==> config.mk <==
export PLATFORM = sky130hd
export DESIGN_NAME = nand_seqread_ctrl
export DESIGN_NICKNAME = d
export VERILOG_FILES = /design/src/rtl/nsr_pkg.sv /design/src/rtl/nsr_ready_wait.sv /design/src/rtl/nsr_data_pump.sv /design/src/rtl/nsr_seq_fsm.sv /design/src/rtl/nand_seqread_ctrl.sv
export SDC_FILE = /design/constraint.sdc
export NUM_CORES = 1
export LEC_CHECK = 0
export CAP_MARGIN = 25
export CORE_MARGIN = 4
export CORE_UTILIZATION = 40
export CTS_BUF_LIST = sky130_fd_sc_hd__clkbuf_4 sky130_fd_sc_hd__clkbuf_8
export DETAILED_ROUTE_END_ITERATION = 7
export DONT_BUFFER_PORTS = 1
export HOLD_SLACK_MARGIN = 0.1
export SKIP_CTS_REPAIR_TIMING = 1
export SLEW_MARGIN = 10
export SYNTH_ARGS = -nofsm -noshare
export SYNTH_HDL_FRONTEND = slang
export SYNTH_SLANG_ARGS = --single-unit
==> constraint.sdc <==
create_clock -name clk -period 2.9 [get_ports clk]
set_input_delay 0.145 -clock clk [delete_from_list [all_inputs] [get_ports clk]]
set_output_delay 0.145 -clock clk [all_outputs]
set_load 0.03 [all_outputs]
==> src/rtl/nsr_pkg.sv <==
package nsr_pkg;

    localparam int ROW_BYTES = 3;
    localparam int COL_BYTES = 2;
    localparam int ROW_W     = 8 * ROW_BYTES;
    localparam int ADDR_CYC  = ROW_BYTES + COL_BYTES;

    localparam logic [7:0] OP_SETUP      = 8'h00;
    localparam logic [7:0] OP_ARRAY_GO   = 8'h30;
    localparam logic [7:0] OP_CACHE_NEXT = 8'h31;
    localparam logic [7:0] OP_CACHE_LAST = 8'h3F;

    typedef enum logic [2:0] {
        ST_IDLE, ST_SETUP, ST_ADDR, ST_GO, ST_WAIT, ST_CACHE, ST_XFER
    } seq_state_e;

    typedef enum logic [1:0] {
        WP_IDLE, WP_BLANK, WP_BUSY, WP_SETTLE
    } wait_phase_e;

    typedef struct packed {
        logic             valid;
        logic [7:0]       data;
        logic [ROW_W-1:0] page;
        logic             page_end;
        logic             run_end;
    } beat_t;

    // Byte sent in address cycle idx: zero columns, then row LSB first.
    function automatic logic [7:0] addr_byte(input logic [ROW_W-1:0] row,
                                             input logic [2:0] idx);
        logic [ROW_W-1:0] sh;
        if (idx < 3'(COL_BYTES)) return 8'h00;
        sh = row >> {idx - 3'(COL_BYTES), 3'b000};
        return sh[7:0];
    endfunction

    function automatic logic [ROW_W-1:0] final_page(input logic [ROW_W-1:0] first,
                                                     input logic [ROW_W-1:0] last);
        return (last < first) ? first : last;
    endfunction

endpackage

==> src/rtl/nsr_ready_wait.sv <==
module nsr_ready_wait
    import nsr_pkg::*;
#(
    parameter int WB_CYC = 2,
    parameter int RR_CYC = 2,
    parameter int LIM_W  = 16
) (
    input  logic             clk,
    input  logic             rst,
    input  logic             go,
    input  logic             rb_n,
    input  logic [LIM_W-1:0] limit,
    output logic             done,
    output logic             tmo
);
    localparam logic [LIM_W-1:0] BLANK_END  = LIM_W'(WB_CYC - 1);
    localparam logic [LIM_W-1:0] SETTLE_END = LIM_W'(RR_CYC - 1);

    wait_phase_e      phase;
    logic [LIM_W-1:0] cnt;

    assign done = (phase == WP_SETTLE) && (cnt == SETTLE_END);
    assign tmo  = (phase == WP_BUSY) && !rb_n && (cnt == limit);

    always_ff @(posedge clk) begin
        if (rst) begin
            phase <= WP_IDLE;
            cnt   <= '0;
        end else begin
            unique case (phase)
                WP_IDLE: begin
                    cnt <= '0;
                    if (go) phase <= WP_BLANK;
                end
                WP_BLANK: begin
                    if (cnt == BLANK_END) begin
                        phase <= WP_BUSY;
                        cnt   <= '0;
                    end else begin
                        cnt <= cnt + 1'b1;
                    end
                end
                WP_BUSY: begin
                    if (rb_n) begin
                        phase <= WP_SETTLE;
                        cnt   <= '0;
                    end else if (tmo) begin
                        phase <= WP_IDLE;
                        cnt   <= '0;
                    end else begin
                        cnt <= cnt + 1'b1;
                    end
                end
                WP_SETTLE: begin
                    if (done) begin
                        phase <= WP_IDLE;
                        cnt   <= '0;
                    end else begin
                        cnt <= cnt + 1'b1;
                    end
                end
                default: phase <= WP_IDLE;
            endcase
        end
    end
endmodule

==> src/rtl/nsr_data_pump.sv <==
module nsr_data_pump
    import nsr_pkg::*;
(
    input  logic             clk,
    input  logic             rst,
    input  logic             cap,
    input  logic [7:0]       rd_data,
    input  logic [ROW_W-1:0] page,
    input  logic             page_end,
    input  logic             run_end,
    output beat_t            beat
);
    always_ff @(posedge clk) begin
        if (rst) begin
            beat <= '0;
        end else begin
            beat.valid    <= cap;
            beat.page_end <= cap && page_end;
            beat.run_end  <= cap && run_end;
            if (cap) begin
                beat.data <= rd_data;
                beat.page <= page;
            end
        end
    end
endmodule

==> src/rtl/nsr_seq_fsm.sv <==
module nsr_seq_fsm
    import nsr_pkg::*;
#(
    parameter int PAGE_BYTES = 2048
) (
    input  logic             clk,
    input  logic             rst,
    input  logic             start,
    input  logic [ROW_W-1:0] first_page,
    input  logic [ROW_W-1:0] last_page,
    input  logic             seq_en,
    input  logic             wait_done,
    input  logic             wait_tmo,
    output logic             wait_go,
    output logic             cle,
    output logic             ale,
    output logic [7:0]       cmd_addr,
    output logic             rd_stb,
    output logic [ROW_W-1:0] cur_page,
    output logic             page_end,
    output logic             run_end,
    output logic             busy,
    output logic             err
);
    localparam int               BYTE_W    = (PAGE_BYTES > 1) ? $clog2(PAGE_BYTES) : 1;
    localparam logic [BYTE_W-1:0] LAST_BYTE = BYTE_W'(PAGE_BYTES - 1);
    localparam logic [2:0]        LAST_ADDR = 3'(ADDR_CYC - 1);

    seq_state_e        state;
    logic [ROW_W-1:0]  stop_page;
    logic              seq_mode;
    logic              to_cache;
    logic [2:0]        addr_idx;
    logic [BYTE_W-1:0] byte_cnt;
    logic              at_last;

    assign at_last  = (cur_page == stop_page);
    assign busy     = (state != ST_IDLE);
    assign cle      = (state == ST_SETUP) || (state == ST_GO) || (state == ST_CACHE);
    assign ale      = (state == ST_ADDR);
    assign rd_stb   = (state == ST_XFER);
    assign wait_go  = (state == ST_GO) || (state == ST_CACHE);
    assign page_end = rd_stb && (byte_cnt == LAST_BYTE);
    assign run_end  = page_end && at_last;

    always_comb begin
        unique case (state)
            ST_SETUP: cmd_addr = OP_SETUP;
            ST_ADDR:  cmd_addr = addr_byte(cur_page, addr_idx);
            ST_GO:    cmd_addr = OP_ARRAY_GO;
            ST_CACHE: cmd_addr = at_last ? OP_CACHE_LAST : OP_CACHE_NEXT;
            default:  cmd_addr = 8'h00;
        endcase
    end

    always_ff @(posedge clk) begin
        if (rst) begin
            state     <= ST_IDLE;
            stop_page <= '0;
            seq_mode  <= 1'b0;
            to_cache  <= 1'b0;
            addr_idx  <= '0;
            byte_cnt  <= '0;
            cur_page  <= '0;
            err       <= 1'b0;
        end else begin
            unique case (state)
                ST_IDLE: if (start) begin
                    cur_page  <= first_page;
                    stop_page <= final_page(first_page, last_page);
                    seq_mode  <= seq_en;
                    err       <= 1'b0;
                    state     <= ST_SETUP;
                end
                ST_SETUP: begin
                    addr_idx <= '0;
                    state    <= ST_ADDR;
                end
                ST_ADDR: begin
                    if (addr_idx == LAST_ADDR) state <= ST_GO;
                    else addr_idx <= addr_idx + 1'b1;
                end
                ST_GO: begin
                    to_cache <= seq_mode;
                    state    <= ST_WAIT;
                end
                ST_CACHE: begin
                    to_cache <= 1'b0;
                    state    <= ST_WAIT;
                end
                ST_WAIT: begin
                    if (wait_tmo) begin
                        err   <= 1'b1;
                        state <= ST_IDLE;
                    end else if (wait_done) begin
                        byte_cnt <= '0;
                        state    <= to_cache ? ST_CACHE : ST_XFER;
                    end
                end
                ST_XFER: begin
                    byte_cnt <= byte_cnt + 1'b1;
                    if (page_end) begin
                        if (at_last) begin
                            state <= ST_IDLE;
                        end else begin
                            cur_page <= cur_page + 1'b1;
                            state    <= seq_mode ? ST_CACHE : ST_SETUP;
                        end
                    end
                end
                default: state <= ST_IDLE;
            endcase
        end
    end
endmodule

==> src/rtl/nand_seqread_ctrl.sv <==
module nand_seqread_ctrl
    import nsr_pkg::*;
#(
    parameter int PAGE_BYTES = 2048,
    parameter int WB_CYC     = 2,
    parameter int RR_CYC     = 2,
    parameter int LIM_W      = 16
) (
    input  logic             clk,
    input  logic             rst,
    input  logic             start,
    input  logic [ROW_W-1:0] first_page,
    input  logic [ROW_W-1:0] last_page,
    input  logic             seq_en,
    input  logic [LIM_W-1:0] wait_limit,
    input  logic             rb_n,
    input  logic [7:0]       rd_data,
    output logic             cle,
    output logic             ale,
    output logic [7:0]       cmd_addr,
    output logic             rd_stb,
    output logic [7:0]       dout,
    output logic             dout_valid,
    output logic [ROW_W-1:0] dout_page,
    output logic             page_done,
    output logic             run_done,
    output logic             busy,
    output logic             timeout_err
);
    logic             wait_go, wait_done, wait_tmo;
    logic [ROW_W-1:0] cur_page;
    logic             page_end, run_end;
    beat_t            beat;

    nsr_seq_fsm #(.PAGE_BYTES(PAGE_BYTES)) u_fsm (
        .clk(clk), .rst(rst), .start(start),
        .first_page(first_page), .last_page(last_page), .seq_en(seq_en),
        .wait_done(wait_done), .wait_tmo(wait_tmo), .wait_go(wait_go),
        .cle(cle), .ale(ale), .cmd_addr(cmd_addr), .rd_stb(rd_stb),
        .cur_page(cur_page), .page_end(page_end), .run_end(run_end),
        .busy(busy), .err(timeout_err)
    );

    nsr_ready_wait #(.WB_CYC(WB_CYC), .RR_CYC(RR_CYC), .LIM_W(LIM_W)) u_wait (
        .clk(clk), .rst(rst), .go(wait_go), .rb_n(rb_n), .limit(wait_limit),
        .done(wait_done), .tmo(wait_tmo)
    );

    nsr_data_pump u_pump (
        .clk(clk), .rst(rst), .cap(rd_stb), .rd_data(rd_data),
        .page(cur_page), .page_end(page_end), .run_end(run_end), .beat(beat)
    );

    assign dout       = beat.data;
    assign dout_valid = beat.valid;
    assign dout_page  = beat.page;
    assign page_done  = beat.page_end;
    assign run_done   = beat.run_end;
endmodule

After elaboration in Yosys (flattened, before gate mapping)
Index checks and enable logic that the tools add are counted.
{"block": "op_classes", "n_shift": 1, "reduce_logical": 27, "n_lt_le_gt_ge": 2, "eq_ne": 27, "add_sub_neg": 5, "mux": 40}
{"cell": "$mux W24", "n": 4}
{"cell": "$mux W16", "n": 4}
{"cell": "$pmux W16 S4", "n": 1}
{"cell": "$pmux W24 S2", "n": 1}
{"cell": "$add A24 B1 Y24 const B", "n": 1}
{"cell": "$eq A24 B24 Y1", "n": 1}
{"cell": "$lt A24 B24 Y1", "n": 1}
{"cell": "$mux W3", "n": 8}
{"cell": "$pmux W8 S3", "n": 1}
{"cell": "$shr A24 B6 Y8", "n": 1}
{"cell": "$mux W11", "n": 2}
{"cell": "$pmux W11 S2", "n": 1}
{"cell": "$pmux W3 S6", "n": 1}
{"cell": "$add A16 B1 Y16 const B", "n": 1}
{"cell": "$eq A16 B1 Y1 const B", "n": 1}
{"cell": "$eq A16 B16 Y1", "n": 1}
{"cell": "$mux W8", "n": 2}
{"cell": "$ne A2 B2 Y1 const B", "n": 7}
{"cell": "$eq A3 B3 Y1 const B", "n": 4}
{"cell": "$mux W2", "n": 6}
{"cell": "$reduce_and A4 Y1", "n": 3}
{"cell": "$add A11 B1 Y11 const B", "n": 1}
{"cell": "$eq A11 B11 Y1 const B", "n": 1}
{"cell": "$reduce_bool A2 Y1", "n": 5}
{"cell": "other kinds (24)", "n": 43}
{"block": "totals", "in_bits": 77, "wordCells": 117, "register_bits": 121, "output_inout_bits": 48}

Depth between registers and ports, before layout
Gate-level depths: netlist of run 1.
{"block": "depth", "ltp_word": 6, "depth_mapped": 9, "depth_no_buf": 8}

Modules after synthesis
Synthesis of run 1 repeated with hierarchy kept, for this count alone.
{"block": "unflattened", "hier_cells": 885, "hier_area_um2": 7195.7}
{"mod": "nsr_seq_fsm", "area_each_um2": 4859.7, "n_inst": 1, "cells_each": 655}
{"mod": "nsr_data_pump", "area_each_um2": 1252.5, "n_inst": 1, "cells_each": 110}
{"mod": "nsr_ready_wait", "area_each_um2": 1083.5, "n_inst": 1, "cells_each": 120}

Least setup slack after synthesis of run 1
Ideal clock, no wire load.
{"block": "synth_timing", "kind": "register -> output", "startpoint": "register u_fsm.state[1]", "endpoint": "output port cmd_addr[0]", "t_required_ps": 2755, "arrival_time_ps": 2585, "path_stages_with_launch": 6, "path_buffers": 1, "setup_slack_ps": 170, "cell_sequence": "dfxtp_1 > buf_1 > inv_1 > nor3_1 > nand3b_1 > o21ai_0"}
{"block": "synth_between", "elab_chain_cells": 2, "word_cells_on_any_way": 4, "cone_classes": "3 x eq/ne; 1 x mux"}
{"item": "from (decl)", "line_no": "nsr_seq_fsm.sv:29", "source": "seq_state_e state;"}
{"item": "from (signal assigned)", "line_no": "nsr_seq_fsm.sv:97", "source": "state <= to_cache ? ST_CACHE : ST_XFER;"}
{"item": "from (signal assigned)", "line_no": "nsr_seq_fsm.sv:107", "source": "state <= seq_mode ? ST_CACHE : ST_SETUP;"}
{"item": "$eq A3 B2 Y1"}
{"item": "named net ale", "line_no": "nand_seqread_ctrl.sv:19", "source": "output logic ale,"}
{"item": "$pmux W8 S3", "line_no": "nsr_seq_fsm.sv:47", "source": "unique case (state)"}
{"item": "to (decl)", "line_no": "nand_seqread_ctrl.sv:20", "source": "output logic [7:0] cmd_addr,"}
The timed path passes the listed nets, and every way through them passes these cells.

Worst setup path after layout of run 1
{"block": "layout_timing", "startpoint": "register u_fsm.state[2]", "endpoint": "register u_fsm.stop_page[11]"}
{"block": "layout_between", "elab_chain_cells": 2}
{"item": "$logic_not A3 Y1", "line_no": "nsr_seq_fsm.sv:67", "source": "unique case (state)"}
{"item": "$reduce_and A2 Y1 (no line)"}
{"item": "to (signal assigned)", "line_no": "nsr_seq_fsm.sv:70", "source": "stop_page <= final_page(first_page, last_page);"}
{"item": "to (decl)", "line_no": "nsr_seq_fsm.sv:30", "source": "logic [ROW_W-1:0] stop_page;"}
No other way between the ends.
A chain may end at the register's enable or synchronous reset.

==> impl_metrics.json, run 1 <==
{
  "status": "finished clean",
  "core_um2": 17400,
  "htreeDepth": 4,
  "reg2reg_from": "u_fsm.state[2]",
  "synth_top_family_by_area": "compound AO/OA/AOI/OAI gates",
  "cts_sinks": 121,
  "r2r-end": "u_fsm.stop_page[11]",
  "firstDrtPassIters": 7,
  "gp_congestion": 0.893,
  "crit_start": "u_fsm.state[2]",
  "drc": 0,
  "cp.depth": 6,
  "final_common_cell": "nand2_1",
  "grt_first_pass_wirelength_um": 33500,
  "worstMarginPinSlew_ns": 0.553,
  "synth_top_flop_cell": "dfxtp_1",
  "wl_um": 21900,
  "grt_start_max_net_pins": 78,
  "num-fill-cells": 1722,
  "ys_types": 71,
  "intPower_w": 0.00305,
  "drt-initial-drc-count": 723,
  "power_switching_w": 0.00150,
  "clkPwrFrac": 0.331,
  "layout_common_cells": "nand2_1, dfxtp_1, nor2_1, inv_1, a21oi_1",
  "finalHoldViolCount": 0,
  "muxShareOfSynthArea": 0.0112,
  "synth_edf_count": 0,
  "syn2layout_area_growth_pct": 18.2,
  "synth_warnings": 0,
  "final_max_slew_viol_count": 0,
  "worstSetupEndpoint": "u_fsm.stop_page[11]",
  "crit_slowest_cell": "dlygate4sd3_1",
  "switching_share": 0.329,
  "crit_chain": "nor3_1 -> nand2_1 -> nor2_1 -> a31o_2 -> a221oi_1 -> dlygate4sd3_1",
  "p_leak_nw": 3.20,
  "grt_pass1_vias": 6050,
  "critPathLaunchType": "flop",
  "finalSetupTns_ns": 0,
  "vias_per_cell": 5.64,
  "cp_max_fo": 24,
  "final_nets": 1077,
  "cts-root-buf": "clkbuf_8",
  "die_h_um": 141,
  "max_cap_viol_count": 0,
  "finalSetupViolCount": 0,
  "rows": 48,
  "ios": 125,
  "place_inst": 1112,
  "start_util": 0.410,
  "p_comb_frac": 0.231,
  "ys_seq_area_frac": 0.340,
  "grt_overflow_total": 0,
  "wire_per_inst_um": 18.1,
  "portBuffers": 0,
  "cts_buffer_depth": 2,
  "diodes": 0,
  "netlist_instances": 919,
  "layout-drive-gt1-share": 0.0966,
  "cp-end-kind": "flop",
  "r2r_cells": 6,
  "syn_area_um2": 7120,
  "critical-path-top-delay-family": "simple AND/OR/NAND/NOR gates",
  "final_cells": 1208,
  "tritoncts": "done",
  "fin_crit_ns": 2.70,
  "fin_crit_sh": 0.932,
  "dpl.hpwl_um": 15400,
  "ir_worst_vdd_uv": 346,
  "cp.required_ns": 3.22,
  "p_seq_frac": 0.439,
  "synth_xor_area_frac": 0.0824,
  "synthArstFlopShare": 0,
  "syn-mean-instance-area_um2": 7.75,
  "p_per_area_nw_per_um2": 541,
  "die_w_um": 141,
  "insertion_delay_ns": 0.43,
  "num_vias": 6810,
  "reg2reg_slack_ns": 0.20,
  "worstSetupPathType": "reg2reg",
  "holdCritPathClass": "in2reg",
  "path_buf_inv": 1,
  "hold_slack_ns": 0.215,
  "syn-num-nets": 1026,
  "clock_skew_ns": 0.00987,
  "ys_seq_elements": 121,
  "cts_buffers": 17,
  "crit_arrival_ns": 3.03,
  "antenna_found_initial": 0,
  "synthSimpleGateAreaFrac": 0.213,
  "slowest_delay_ns": 0.59,
  "clk_pin_slew_ns": 0.08,
  "synth_compound_area_frac": 0.217,
  "synth_fa_ha_area_frac": 0.0527,
  "die_area_um2": 20000,
  "max_freq_mhz": 370,
  "relSlewSlack": 0.631,
  "ant_nets": 0,
  "track_usage": 0.208
}
cell families after synthesis:
group,count (synthesis)
buf+inv,145
mux,8
compound gates,226
fa+ha+maj,30
xor+xnor,67
simple gates,322
flops,121
state kept, by name, indices dropped and copies added (netlist names), 2 cells and up:
| signal | flops |
|---|---|
| u_fsm.cur_page | 24 |
| u_pump.beat | 35 |
| u_wait.cnt | 16 |
| u_wait.phase | 2 |
| u_fsm.state | 3 |
| u_fsm.byte_cnt | 11 |
| u_fsm.stop_page | 24 |
| u_fsm.addr_idx | 3 |
Yosys cell counts, types with 21 or more instances:
cell	n	area share
a21oi_1	72	0.051
a221oi_1	25	0.031
buf_2	25	0.018
clkbuf_1	29	0.015
dfxtp_1	121	0.34
ha_1	30	0.053
inv_1	76	0.040
nand2_1	132	0.070
nand4_1	21	0.018
nor2_1	87	0.046
o21ai_0	43	0.030
xnor2_1	53	0.065
stage by stage:
step | total power, W | setup WS [ns] | util | cell area [um^2]
6_report | 0.00455 | 0.197 | 0.485 | 8420
5_1_grt | 0.00479 | -0.0365 | 0.485 | 8420
3_5_place_dp | 0.00295 | 0.543 | 0.425 | 7370
2_1_floorplan | 0.00268 | 0.170 | - | 7120
4_1_cts | 0.00446 | 0.302 | 0.447 | 7760
3_3_place_gp | 0.00295 | 0.551 | 0.425 | 7370
routing by layer:
metal / GRT usage / up-vias / routed length [um]
met5: 0 / - / 0
met4: 0.0576 / 0 / 217
met3: 0.0647 / 17 / 2150
met2: 0.285 / 308 / 9380
met1: 0.312 / 3183 / 10100
li1: - / 3302 / -
power by group through the flow:
stage | logic, W | registers, W | clock network (W)
3_3_place_gp | 0.000926 | 0.00202 | 0
6_report | 0.00105 | 0.00199 | 0.00150
5_1_grt | 0.00115 | 0.00201 | 0.00162
2_1_floorplan | 0.000774 | 0.00190 | 0
4_1_cts | 0.000932 | 0.00199 | 0.00154
3_5_place_dp | 0.000927 | 0.00202 | 0
worst reg2reg max path, cell delays in order (launching register included):
cell and delay [ns]:
dfxtp_1 0.46, nor3_1 0.34, nand2_1 0.35, nor2_1 0.19, a31o_2 0.47, a221oi_1 0.19, dlygate4sd3_1 0.59
how the worst min path moves through the flow:
stage / cells past startpoint / to / from
6_report: 2 / u_wait.cnt[0] / rst
5_1_grt: 3 / u_fsm.seq_mode / start
4_1_cts: 1 / u_pump.beat[33] / rst
3_5_place_dp: 1 / u_pump.beat[33] / rst
3_3_place_gp: 1 / u_pump.beat[33] / rst
2_1_floorplan: 2 / u_fsm.seq_mode / seq_en
layout make-up:
class / count / area (um^2) / share of cell area
flip-flops and latches: 121 / 2420 / 0.288
clock inverters: 12 / 126 / 0.0150
multi-input cells: 653 / 4110 / 0.488
inverters: 78 / 295 / 0.0351
clock buffers: 20 / 263 / 0.0312
well taps: 225 / 282 / 0.0334
repair buffers: 99 / 921 / 0.109
(Power assumes the default switching activity.)
==> run 2: changes to the inputs <==
- CORE_UTILIZATION: 40 -> 30
==> run 2 against run 1 <==
Clock power up 11%. Clock-buffer cell count up 1. Core utilization down 12 points. Sequential power about the same. Non-clock buffer count up 6. Critical path type unchanged. Largest power group unchanged. Clock skew up 0.0046 ns. Sequential share of layout area down 0.71 points.
==> impl_metrics.json, run 2 (synthesis results as in run 1) <==
{
  "whs_path_depth": 3,
  "dpl.hpwl_um": 16100,
  "track_usage": 0.165,
  "fin_crit_sh": 0.952,
  "clk_pin_slew_ns": 0.07,
  "final_max_slew_viol_count": 0,
  "holdPathEnd": "u_fsm.byte_cnt[9]",
  "finalSetupViolCount": 0,
  "reg2reg_from": "u_fsm.cur_page[6]",
  "grt_overflow_total": 0,
  "r2r-end": "u_fsm.cur_page[0]",
  "die_w_um": 162,
  "ios": 125,
  "relSlewSlack": 0.580,
  "clkPwrFrac": 0.351,
  "hold_slack_ns": 0.121,
  "crit_chain": "xnor2_1 -> nand4_1 -> nor4_2 -> a211o_2 -> o21ai_0 -> a221oi_2 -> dlygate4sd3_1",
  "cp-end-kind": "flop",
  "grt_start_max_net_pins": 78,
  "syn2layout_area_growth_pct": 21.2,
  "start_util": 0.304,
  "firstDrtPassIters": 5,
  "path_buf_inv": 1,
  "cts_buffers": 17,
  "cp.required_ns": 3.28,
  "p_leak_nw": 3.27,
  "multiInputGateArea_um2": 4110,
  "antenna_found_initial": 1,
  "max_freq_mhz": 362,
  "crit_slowest_cell": "dlygate4sd3_1",
  "cts_sinks": 121,
  "ant_nets": 0,
  "wl_um": 22600,
  "fin_crit_ns": 2.76,
  "cp_max_fo": 14,
  "top_register": "u_pump.beat",
  "drt-initial-drc-count": 750,
  "cts-root-buf": "clkbuf_8",
  "rows": 56,
  "critical-path-top-delay-family": "compound AO/OA/AOI/OAI gates",
  "wire_per_inst_um": 17.3,
  "num_vias": 6803,
  "ir_worst_vdd_uv": 319,
  "insertion_delay_ns": 0.45,
  "num-fill-cells": 2495,
  "worstMarginPinSlew_ns": 0.628,
  "drc": 0,
  "gp_congestion": 0.860,
  "status": "finished clean",
  "postLayoutSetupSlackWorst_ns": 0.139,
  "clock_skew_ns": 0.0145,
  "finalSetupTns_ns": 0,
  "regArea_um2": 2420,
  "power_switching_w": 0.00148,
  "p_comb_frac": 0.228,
  "switching_share": 0.312,
  "vias_per_cell": 5.20,
  "die_area_um2": 26300,
  "max_cap_viol_count": 0,
  "htreeDepth": 4,
  "r2r_cells": 7,
  "reg_top3": "u_pump.beat: 35 flops, u_fsm.cur_page: 24 flops, u_fsm.stop_page: 24 flops",
  "hold_start": "rst",
  "holdCritPathClass": "in2reg",
  "grt_first_pass_wirelength_um": 34700,
  "p_seq_frac": 0.421,
  "finalHoldViolCount": 0,
  "critPathLaunchType": "flop",
  "intPower_w": 0.00325,
  "final_common_cell": "nand2_1",
  "pre_cts_slack_ns": 0.616,
  "crit_arrival_ns": 3.14,
  "tritoncts": "done",
  "cts_buffer_depth": 2,
  "slowest_delay_ns": 0.57,
  "worstSetupPathType": "reg2reg",
  "portBuffers": 0,
  "core_um2": 23400,
  "layout-drive-gt1-share": 0.0952,
  "layout_common_cells": "nand2_1, dfxtp_1, nor2_1, inv_1, a21oi_1",
  "p_per_area_nw_per_um2": 548,
  "final_nets": 1083,
  "largest_reg_flops": 35,
  "reg2reg_slack_ns": 0.14,
  "die_h_um": 162,
  "grt_pass1_vias": 6204
}
[run 2: cell count changes in the layout (fill, tap and decap cells not counted)]
cell | previous run | this run
clkbuf_8 | 18 | 19
diode_2 | 0 | 2
bufinv_16 | 2 | 4
or2_2 | 0 | 1
or2_4 | 1 | 0
dlygate4sd3_1 | 63 | 68
clkinv_4 | 1 | 0
buf_4 | 35 | 36
clkinvlp_4 | 5 | 1
[run 2: layout make-up]
type                            instances  area share
Multi-Input combinational cell        653       0.476
Sequential cell                       121       0.281
Timing Repair Buffer                  105       0.113
Tap cell                              319      0.0463
Inverter                               78      0.0342
Clock buffer                           21      0.0320
Clock inverter                          9      0.0171
Antenna cell                            2    0.000580
[run 2: how the worst max path moves through the flow]
stage,from,to,cells past startpoint
final,u_fsm.cur_page[6],u_fsm.cur_page[0],7
after global routing,u_fsm.state[2],u_fsm.stop_page[18],6
after CTS,u_fsm.cur_page[6],cmd_addr[1],7
after detailed placement,u_fsm.cur_page[3],u_fsm.cur_page[18],6
after global placement,u_fsm.cur_page[3],u_fsm.cur_page[18],6
after floorplan,u_fsm.state[1],cmd_addr[0],5
[run 2: metrics by stage]
stage	utilization	total power (W)	area, um^2	cells
final	0.369	0.00473	8630	1308
after global routing	0.369	0.00497	8630	1308
after CTS	0.338	0.00463	7920	1237
after detailed placement	0.320	0.00296	7490	1207
after global placement	0.320	0.00295	7490	1207
after floorplan	-	0.00268	7120	919
[run 2: worst reg2reg max path, delay by kind of cell (launching register included)]
family                    cells  cell delay [ns]
AOI/OAI and AO/OA             3             0.87
xor gates and xnor gates      1             0.16
buffers and inverters         1             0.57
DFF                           1             0.52
and+or+nand+nor               2             0.57
[run 2: power groups by stage]
stage / registers (W) / logic, W / clock network, W
detailed placement: 0.00202 / 0.000935 / 0
floorplan: 0.00190 / 0.000774 / 0
finish: 0.00199 / 0.00108 / 0.00166
CTS: 0.00198 / 0.000941 / 0.00170
global route: 0.00201 / 0.00119 / 0.00177
global placement: 0.00202 / 0.000929 / 0
[run 2: metal layers]
layer / global-route usage / part of all wire / wire [um]
met1: 0.222 / 0.45 / 10200
met2: 0.245 / 0.45 / 10100
met3: 0.0637 / 0.089 / 2020
met4: 0.0515 / 0.015 / 335
met5: 0 / 0 / 0
